==> config.mk <==
export PLATFORM = sky130hd
export DESIGN_NAME = sync_corr_counter
export DESIGN_NICKNAME = d
export VERILOG_FILES = /design/src/rtl/sync_corr_pkg.sv /design/src/rtl/sc_sat_counter.sv /design/src/rtl/sc_window_timer.sv /design/src/rtl/sync_corr_counter.sv
export SDC_FILE = /design/constraint.sdc
export NUM_CORES = 1
export LEC_CHECK = 0
export BUFFER_PORTS_ARGS = -buffer_cell sky130_fd_sc_hd__buf_2
export CORE_MARGIN = 3
export CORE_UTILIZATION = 55
export DETAILED_ROUTE_END_ITERATION = 12
export PLACE_DENSITY = 0.75
export SYNTH_ARGS = -nofsm -noshare
export SYNTH_HDL_FRONTEND = slang
export SYNTH_SLANG_ARGS = --single-unit
==> constraint.sdc <==
create_clock -name clk -period 2.7 [get_ports clk]
set_input_delay 0.135 -clock clk [delete_from_list [all_inputs] [get_ports clk]]
set_output_delay 0.135 -clock clk [all_outputs]
set_load 0.01 [all_outputs]
==> src/rtl/sync_corr_pkg.sv <==
package sync_corr_pkg;
    typedef enum logic {
        ST_IDLE    = 1'b0,
        ST_MEASURE = 1'b1
    } corr_state_e;
endpackage

==> src/rtl/sc_sat_counter.sv <==
module sc_sat_counter #(
    parameter int W = 16
) (
    input  logic         clk,
    input  logic         rst_n,
    input  logic         clr,
    input  logic         inc,
    output logic [W-1:0] val,
    output logic [W-1:0] val_nxt
);
    localparam logic [W-1:0] TOP = {W{1'b1}};

    logic [W-1:0] val_q;

    assign val_nxt = (inc && (val_q != TOP)) ? val_q + 1'b1 : val_q;
    assign val     = val_q;

    always_ff @(posedge clk) begin
        if (!rst_n)   val_q <= '0;
        else if (clr) val_q <= '0;
        else          val_q <= val_nxt;
    end


    no_wrap_chk: assert property (@(posedge clk) disable iff (!rst_n)
        (val_q == TOP && !clr) |=> (val_q == TOP));
endmodule

==> src/rtl/sc_window_timer.sv <==
module sc_window_timer #(
    parameter int WIN_LOG2 = 9
) (
    input  logic clk,
    input  logic rst_n,
    input  logic clr,
    input  logic run,
    input  logic tick,
    output logic last
);
    localparam logic [WIN_LOG2-1:0] TOP = {WIN_LOG2{1'b1}};

    logic [WIN_LOG2-1:0] cnt_q;

    assign last = run && tick && (cnt_q == TOP);

    always_ff @(posedge clk) begin
        if (!rst_n)           cnt_q <= '0;
        else if (clr)         cnt_q <= '0;
        else if (run && tick) cnt_q <= cnt_q + 1'b1;
    end


    window_hold_chk: assert property (@(posedge clk) disable iff (!rst_n)
        (!clr && !(run && tick)) |=> $stable(cnt_q));
endmodule

==> src/rtl/sync_corr_counter.sv <==
module sync_corr_counter
    import sync_corr_pkg::*;
#(
    parameter int NUM_DEC  = 3,
    parameter int SEL_W    = 2,
    parameter int WIN_LOG2 = 9,
    parameter int RES_W    = 16
) (
    input  logic               clk,
    input  logic               rst_n,
    input  logic               sel_wr,
    input  logic [SEL_W-1:0]   sel_code,
    input  logic               tick_ref,
    input  logic [NUM_DEC-1:0] sync_strb,
    output logic [RES_W-1:0]   corr_value
);
    localparam int             SEL_N   = 1 << SEL_W;
    localparam logic [SEL_W-1:0] SEL_OFF = {SEL_W{1'b1}};

    corr_state_e      state_q, state_d;
    logic [SEL_W-1:0] sel_q;
    logic [SEL_N-1:0] strb_pad;
    logic             start, stop, win_last, measuring, cnt_inc;
    logic [RES_W-1:0] cnt_val, cnt_nxt;
    logic [RES_W-1:0] result_q;

    assign start     = sel_wr && (sel_code != SEL_OFF);
    assign stop      = sel_wr && (sel_code == SEL_OFF);
    assign measuring = (state_q == ST_MEASURE);
    assign strb_pad  = SEL_N'(sync_strb);
    assign cnt_inc   = measuring && strb_pad[sel_q];

    sc_sat_counter #(.W(RES_W)) i_count (
        .clk     (clk),
        .rst_n   (rst_n),
        .clr     (start),
        .inc     (cnt_inc),
        .val     (cnt_val),
        .val_nxt (cnt_nxt)
    );

    sc_window_timer #(.WIN_LOG2(WIN_LOG2)) i_window (
        .clk   (clk),
        .rst_n (rst_n),
        .clr   (start),
        .run   (measuring),
        .tick  (tick_ref),
        .last  (win_last)
    );

    always_comb begin
        state_d = state_q;
        unique case (state_q)
            ST_IDLE: begin
                if (start) state_d = ST_MEASURE;
            end
            ST_MEASURE: begin
                if (start)         state_d = ST_MEASURE;
                else if (stop)     state_d = ST_IDLE;
                else if (win_last) state_d = ST_IDLE;
            end
            default: state_d = ST_IDLE;
        endcase
    end

    always_ff @(posedge clk) begin
        if (!rst_n) state_q <= ST_IDLE;
        else        state_q <= state_d;
    end

    always_ff @(posedge clk) begin
        if (!rst_n) begin
            result_q <= '0;
            sel_q    <= '0;
        end else if (start) begin
            result_q <= '0;
            sel_q    <= sel_code;
        end else if (measuring && !stop && win_last) begin
            result_q <= cnt_nxt;
        end
    end

    assign corr_value = result_q;


    busy_zero_chk: assert property (@(posedge clk) disable iff (!rst_n)
        measuring |-> (corr_value == '0));


    start_chk: assert property (@(posedge clk) disable iff (!rst_n)
        start |=> (state_q == ST_MEASURE && corr_value == '0 && cnt_val == '0));


    abort_chk: assert property (@(posedge clk) disable iff (!rst_n)
        (measuring && stop) |=> (state_q == ST_IDLE && corr_value == '0));


    idle_hold_chk: assert property (@(posedge clk) disable iff (!rst_n)
        (!measuring && !start) |=> $stable(corr_value));
endmodule

Word level (Yosys, flattened, before mapping)
Cells that the tools add are included.
- add/sub/neg operators: 2
- $lt $le $gt $ge: 1
- equal/unequal tests: 4
- multiplexer cells: 8
- bitwise gates (word level): 2
- reductions and logical operators: 10
- operator list (kind ; number):
    adder 16 x 1 -> 16 bit (second input constant) ; 1
    2-to-1 mux 16 bit ; 1
    != test 16 bit (second input constant) ; 1
    adder 9 x 1 -> 9 bit (second input constant) ; 1
    equality test 9 bit (second input constant) ; 1
    logical AND 1 bit ; 8
    2-to-1 mux 1 bit ; 5
    < comparator 2 x 3 -> 1 bit (second input constant) ; 1
    binary-select mux 1 bit (select 2 bit) ; 1
    equality test 2 bit (second input constant) ; 1
    != test 2 bit (second input constant) ; 1
    inverter 1 bit ; 2
    one-hot mux 1 bit (2 select lines) ; 1
    OR reduction 2 bit ; 1
    logical NOT 1 bit ; 1
- register bits after elaboration: 44
- input bits: 9
- output and inout port bits: 16
- logic and storage cells: 32

Longest topological paths before layout
Gate-level depths: netlist of the first run.
- depth after elaboration: 6
- depth in mapped cells: 8
- mapped depth without buffers: 7

By module
Synthesis of the first run repeated with hierarchy kept, for this count alone.
- cell total of the unflattened synthesis: 208
- area, all modules: 1986.9 um^2
- modules (own cells, without submodules) (module ; times used ; cells each ; area an instance (um^2) ; sequential area each (um^2)):
    sc_sat_counter ; 1 ; 104 ; 868.3 ; 320.3
    sync_corr_counter ; 1 ; 55 ; 696.9 ; 380.4
    sc_window_timer ; 1 ; 49 ; 421.7 ; 180.2

Worst setup path after synthesis of the first run
No wires, ideal clock.
- kind: reg2reg
- from: register i_count.val_q[8], in the netlist i_count.val[8]
- to: register result_q[11], in the netlist corr_value[11]
- library setup time: 0.086 ns
- arrival: 1.589 ns
- data required time: 2.614 ns
- slack: 1.026 ns
- cell stages (with the launch flop): 7
- buffers on the path: 0
- clock period less this slack: 1.674 ns
- path through: dfxtp_1 > and4_2 > nand2_2 > o311ai_4 > nor4_1 > xnor2_1 > a211oi_1
- word-level cells in the longest chain between the ends: 3
- elaborated cells between the ends (all ways): 4
- those cells by class: add/sub (1); eq/ne (1); mux (1); reduce/logical (1)
- RTL lines (item ; RTL line ; text):
    from (decl) ; sc_sat_counter.sv:13 ; logic [W-1:0] val_q;
    from (signal assigned) ; sc_sat_counter.sv:21 ; else val_q <= val_nxt;
    parallel branches: the longest is 2 deep, another holds adder 16 x 1 -> 16 bit ; - ;
    2-to-1 mux 16 bit * ; sc_sat_counter.sv:15 ; assign val_nxt = (inc && (val_q != TOP)) ? val_q + 1'b1 : val_q;
    to (signal assigned) ; sync_corr_counter.sv:79 ; result_q <= cnt_nxt;
    to (decl) ; sync_corr_counter.sv:25 ; logic [RES_W-1:0] result_q;
Mark *: on every way between the ends.
A chain may end at the register's enable or synchronous reset.

Final worst setup path of the first run
- from: register i_window.cnt_q[0]
- to: register result_q[10], in the netlist corr_value[10]
- word-level cells in the longest chain between the ends: 3
- RTL lines (item ; RTL line ; text):
    from (decl) ; sc_window_timer.sv:13 ; logic [WIN_LOG2-1:0] cnt_q;
    from (signal assigned) ; sc_window_timer.sv:20 ; else if (run && tick) cnt_q <= cnt_q + 1'b1;
    equality test 9 bit ; sc_window_timer.sv:15 ; assign last = run && tick && (cnt_q == TOP);
    logical AND 1 bit ; sc_window_timer.sv:15 ;
    logical AND 1 bit ; sync_corr_counter.sv:78 ; end else if (measuring && !stop && win_last) begin
Every way passes these cells.

==> results.txt, run 1 <==
----------------------------------------------------
[Synth]
  Post-synthesis async set-or-reset flop share ... 0%
  #FFs+latches synth ... 44
  Number of distinct library cells after synthesis ... 35
  Net count of the mapped netlist ... 221
  Cell area after synthesis ... 1933 sq um
  Mean instance size in the synthesized netlist ... 9.249 sq um
  Warnings, synthesis ... 0
  Number of enable flip-flop cells after synthesis ... 0
  Post-synth top flop ... sky130_fd_sc_hd__dfxtp_1
  Register area share after synthesis ... 45.57%
  Post-synthesis cell count ... 209

[Place]
  Area of placed instances ... 2053 sq um
  RD Place Congestion ... 0.8185
  Placement-stage worst setup slack ... 0.6277 ns
  Detailed Place HPWL ... 2550 um
  Count of port buffers added during placement ... 24

[Global routing]
  Pin count of the biggest net entering global routing ... 23
  Number of antenna violations at the first check in global routing ... 0
  Overall Global Routing Usage ... 18.34%
  Vias in the first global route ... 1393
  Global-route wire length before repair ... 6161 um
  Remaining global-route overflow ... 0

[Clocking]
  Count of buffers added by post-CTS timing repair for setup ... 0
  TritonCTS clock tree ... yes
  Maximum level of the CTS H-tree ... 2
  CTS Hold Bufs ... 0
  Clock network latency to the later pin of the worst-skew pair ... 0.34 ns
  Cells resized by post-CTS repair ... 0
  Number of clock buffers inserted by TritonCTS ... 5
  Buffer cell driving the clock tree root ... sky130_fd_sc_hd__clkbuf_4
  Sink Count ... 44
  Buffer levels on the longest clock path ... 2
  Clock input transition at the sequential cells of the worst setup and hold paths ... 0.12 ns

[Job]
  MaxCap Viol Count ... 0

[Routing]
  Total number of vias ... 1490
  Total wire length ... 3376 um
  DRC violations left ... 0
  Wirelength per Cell ... 12.10 um
  Post-route antenna net violation count ... 0
  Iteration-0 DRC count of the detailed router ... 60
  Detailed-router iteration count before antenna repair ... 4
  Post-DR vias/cell ... 5.341

[STA]
  Max-slew violation count ... 0
  Number of setup violations in the final report ... 0
  Achievable frequency ... 473.3 MHz
  Actual transition at the worst max-transition pin ... 0.7032 ns
  Setup repair after global routing missed its margin ... no
  Slew HR ... 53.00%
  Total count of hold-check failures in the final report ... 0
  Final clock period utilization by the worst path ... 78.26%
  Setup ws final ... 0.5870 ns
  Final critical-path required period ... 2.113 ns
  Maximum clock skew at final layout ... 0.008879 ns
  Final total negative setup slack ... 0 ns

[Setup path]
  Cell with the biggest individual delay on the critical path ... sky130_fd_sc_hd__o211a_1
  Required @ worst endpoint ... 2.94 ns
  Crit end category ... register
  Arrival time of data at the critical path endpoint ... 2.35 ns
  Critical Setup Path Class ... reg2reg
  Sort of element at the start of the critical path ... register
  Cells along the critical path ... ha_1 -> nand3_1 -> nor2_1 -> ha_1 -> o211a_1 -> buf_4 -> nor2_1 -> a211oi_1
  Crit path largest cell delay ... 0.43 ns
  Largest fanout on the critical path ... 17

[Floorplanning]
  Starting density of the core ... 60.35%
  Die W ... 65.29 um
  Core region area ... 3203 sq um
  Top-level I/O count ... 25
  Number of rows created at floorplan ... 20
  Die area ... 4262 sq um
  Overall die height ... 65.29 um

[Finish]
  Diode insertion count for antenna repair ... 0
  Number of nets in the final layout ... 247
  Post-route standard cell area excluding fillers ... 2118 sq um
  Commonest non-fill, non-tap cells in the layout ... sky130_fd_sc_hd__nor2_1, sky130_fd_sc_hd__dfxtp_1, sky130_fd_sc_hd__buf_2
  Relative area change from synthesis to final layout ... 9.579%
  Fraction of layout instances using a drive strength above 1 ... 20.00%

[Hold path]
  Class of the tightest hold or removal check ... in2reg

[Power]
  Leak ... 0.7903 nW
  Power Dens Cells ... 491.1 nW/um^2
  Maximum vdd drop ... 0.0003468 V

[Status]
  Result of the run ... finished, final reports clean

----------------------------------------------------
## routing by layer
layer  up-vias  GRT usage [%]  part of all wire (%)
met5         -              0                     0
met4         0          6.995                   1.3
met3         5          4.274                   5.3
met2        34          29.46                    43
met1       668          23.87                    50
li1        783              -                     -
## flip-flops by register name (all words and copies together), names as in the netlist
| signal | flops |
|---|---|
| sel_q | 2 |
| corr_value | 16 |
| i_count.val | 16 |
| i_window.cnt_q | 9 |
| measuring | 1 |
## critical path: cells and delay by family (launching register included)
family          cells  cell delay (ns)
compound gates      2             0.69
flops               1             0.38
fa+ha+maj           2             0.38
buf+inv             1             0.29
simple gates        3             0.24
## synth_stat cells (all sizes together) (4+ instances only)
library cell,n,area share (%)
nand2,19,3.9
a21oi,4,1.0
and2,4,1.4
xor2,9,4.1
nor4,4,1.3
mux2i,5,2.6
a211oi,14,5.7
clkbuf,7,3.4
nand3,7,1.8
nand4,8,2.6
xnor2,9,4.1
nor2,44,8.5
dfxtp,44,46
## where the power goes
group / internal [W] / total [W] / switching (W)
registers: 0.000653 / 0.000658 / 0.00000511
clock network: 0.000148 / 0.000338 / 0.000190
logic: 0.0000163 / 0.0000446 / 0.0000283
total: 0.000817 / 0.00104 / 0.000223
## final timing paths
check | from | to | slack [ns] | cells after the start
worst max-delay path | i_window.cnt_q[0] | corr_value[10] | 0.59 | 8
worst min-delay path | rst_n | sel_q[0] | 0.06 | 2
worst max register to register | i_window.cnt_q[0] | corr_value[10] | 0.59 | 8
worst min register to register | i_window.cnt_q[8] | i_window.cnt_q[8] | 0.48 | 2
## through the flow
stage | total power [W] | instances | util [%] | hold WS, ns
2_1_floorplan | 0.0007066 | 209 | - | 0.2819
3_3_place_gp | 0.0007158 | 272 | 64.10 | 0.4182
3_5_place_dp | 0.0007176 | 272 | 64.10 | 0.4280
4_1_cts | 0.001051 | 279 | 66.13 | 0.04174
5_1_grt | 0.001085 | 279 | 66.13 | 0.03735
6_report | 0.001040 | 279 | 66.13 | 0.05671
## area by class of cell
| type | count | area [sq um] |
|---|---|---|
| Inverter | 3 | 11.26 |
| Tap cell | 44 | 55.05 |
| Timing Repair Buffer | 27 | 142.6 |
| Sequential cell | 44 | 880.8 |
| Multi-Input combinational cell | 154 | 963.4 |
| Clock buffer | 7 | 65.06 |
| Fill cell | 291 | 1085 |
## logic make-up after synthesis
| logic type | share of synthesized area, % |
|---|---|
| DFF | 45.57 |
| xor gates and xnor gates | 8.156 |
| AOI/OAI and AO/OA | 12.30 |
| muxes | 3.172 |
| adders and majority gates | 1.942 |
| and+or+nand+nor | 24.27 |
| buffers and inverters | 4.595 |
(Power assumes the default switching activity.)
==> run 2, diff against run 1 <==
Settings changed: CORE_UTILIZATION 55 to 51, PLACE_DENSITY 0.75 to 0.74.
Clock period 2.7 ns to 1.9 ns, I/O delays scaled along.
==> results.txt, run 2 (synthesized netlist as in run 1, its figures left out) <==
----------------------------------------------------
[Finish]
  Fraction of layout instances using a drive strength above 1 ... 22.31%
  Relative area change from synthesis to final layout ... 15.21%
  Commonest non-fill, non-tap cells in the layout ... sky130_fd_sc_hd__nor2_1, sky130_fd_sc_hd__dfxtp_1, sky130_fd_sc_hd__buf_2
  Diode insertion count for antenna repair ... 0
  Number of nets in the final layout ... 253

[STA]
  Setup repair after global routing missed its margin ... no
  Total count of hold-check failures in the final report ... 0
  Final total negative setup slack ... 0 ns
  Slew HR ... 76.32%
  Achievable frequency ... 575.3 MHz
  Final clock period utilization by the worst path ... 91.49%
  Fin Hold WS ... 0.08525 ns
  Final critical-path required period ... 1.738 ns
  Number of setup violations in the final report ... 0
  Max-slew violation count ... 0
  Actual transition at the worst max-transition pin ... 0.3544 ns
  Maximum clock skew at final layout ... 0.007900 ns

[Setup path]
  Critical Setup Path Class ... reg2reg
  Crit end category ... register
  Reg-to-reg slack, setup ... 0.16 ns
  Sort of element at the start of the critical path ... register
  CP startpoint ... i_count.val[3]
  Arrival time of data at the critical path endpoint ... 1.95 ns
  R2R Path End ... corr_value[13]
  Required @ worst endpoint ... 2.12 ns
  Largest fanout on the critical path ... 5
  Setup crit end ... corr_value[13]
  Critical R2R Launch ... i_count.val[3]
  Reg2reg path depth ... 7

[Clocking]
  TritonCTS clock tree ... yes
  CTS Hold Bufs ... 0
  Buffer cell driving the clock tree root ... sky130_fd_sc_hd__clkbuf_8
  Clock input transition at the sequential cells of the worst setup and hold paths ... 0.08 ns
  Buffer levels on the longest clock path ... 2
  Sink Count ... 44
  Number of clock buffers inserted by TritonCTS ... 5
  Maximum level of the CTS H-tree ... 2
  Clock network latency to the later pin of the worst-skew pair ... 0.29 ns

[Place]
  RD Place Congestion ... 0.8012
  Count of port buffers added during placement ... 24
  Detailed Place HPWL ... 2527 um

[Global routing]
  Number of antenna violations at the first check in global routing ... 0
  Global-route wire length before repair ... 5789 um
  Remaining global-route overflow ... 0
  Pin count of the biggest net entering global routing ... 34
  Overall Global Routing Usage ... 16.90%
  Vias in the first global route ... 1338

[Power]
  Pint ... 0.001253 W
  Clock power frac ... 37.1%
  Switching share of power ... 21.85%
  Sequential group share of total power ... 58.1%
  Maximum vdd drop ... 0.0005252 V
  Fraction of power consumed by combinational cells ... 4.7%
  Power Dens Cells ... 719.9 nW/um^2
  Net switching power ... 0.0003504 W
  Leak ... 0.8288 nW
  Total power after layout ... 0.001603 W

[Floorplanning]
  Core region area ... 3495 sq um
  Starting density of the core ... 55.32%
  Die area ... 4565 sq um
  Number of rows created at floorplan ... 21
  Overall die height ... 67.57 um
  Die W ... 67.57 um
  Top-level I/O count ... 25

[Hold path]
  Class of the tightest hold or removal check ... in2reg
  WHS Path Cells ... 2
  Worst hold start ... rst_n

[Status]
  Result of the run ... finished, final reports clean

[Routing]
  Detailed-router iteration count before antenna repair ... 4
  Wirelength per Cell ... 12.26 um
  Total wire length ... 3531 um
  Post-DR vias/cell ... 5.181
  Post-route antenna net violation count ... 0
  DRC violations left ... 0
  Total number of vias ... 1492
  Iteration-0 DRC count of the detailed router ... 58

[Job]
  MaxCap Viol Count ... 0

----------------------------------------------------
==> run 2: what timing repair did <==
item	in CTS	in global routing
setup buffers	0	2
resized for setup	0	1
setup endpoints to repair	0	8
==> run 2: critical path, cell delays in order (launching register included) <==
cell                       delay (ns)
sky130_fd_sc_hd__dfxtp_1         0.40
sky130_fd_sc_hd__and4_2          0.28
sky130_fd_sc_hd__nand2_2         0.09
sky130_fd_sc_hd__o311ai_4        0.27
sky130_fd_sc_hd__buf_4           0.18
sky130_fd_sc_hd__nor4_1          0.06
sky130_fd_sc_hd__xnor2_1         0.15
sky130_fd_sc_hd__a211oi_1        0.23
==> run 2: worst min path at each step <==
stage	end	slack [ns]
floorplan	sel_q[0]	0.24
global placement	sel_q[0]	0.39
detailed placement	sel_q[0]	0.38
CTS	sel_q[1]	0.07
global route	measuring	0.09
finish	sel_q[1]	0.09
==> run 2: metal layers <==
layer | track usage [%] | up-vias | routed length [um]
met5 | 0 | - | 0
met4 | 7.595 | 0 | 53
met3 | 4.992 | 4 | 134
met2 | 24.91 | 23 | 1569
met1 | 22.62 | 664 | 1774
li1 | - | 801 | -
==> run 2: area by class of cell <==
type | instances | area, sq um
Inverter | 3 | 11.26
Multi-Input combinational cell | 154 | 970.9
Fill cell | 292 | 1267
Clock buffer | 7 | 86.33
Clock inverter | 1 | 7.507
Tap cell | 46 | 57.56
Timing Repair Buffer | 33 | 212.7
Sequential cell | 44 | 880.8
==> run 2: power groups by stage <==
stage / Combinational [W] / Sequential [W] / Clock [W]
2_1_floorplan: 0.0000499 / 0.000954 / 0
3_3_place_gp: 0.0000722 / 0.000954 / 0
3_5_place_dp: 0.0000722 / 0.000954 / 0
4_1_cts: 0.0000725 / 0.000932 / 0.000627
5_1_grt: 0.0000834 / 0.000933 / 0.000663
6_report: 0.0000760 / 0.000932 / 0.000595
==> run 2: per-stage QoR <==
step | area, sq um | setup WS [ns] | std cells | util [%]
global placement | 2111 | 0.09998 | 278 | 60.40
finish | 2227 | 0.1617 | 288 | 63.73
global route | 2227 | 0.03161 | 288 | 63.73
floorplan | 1933 | 0.2256 | 209 | -
CTS | 2205 | 0.06376 | 286 | 63.09
detailed placement | 2111 | 0.05200 | 278 | 60.40
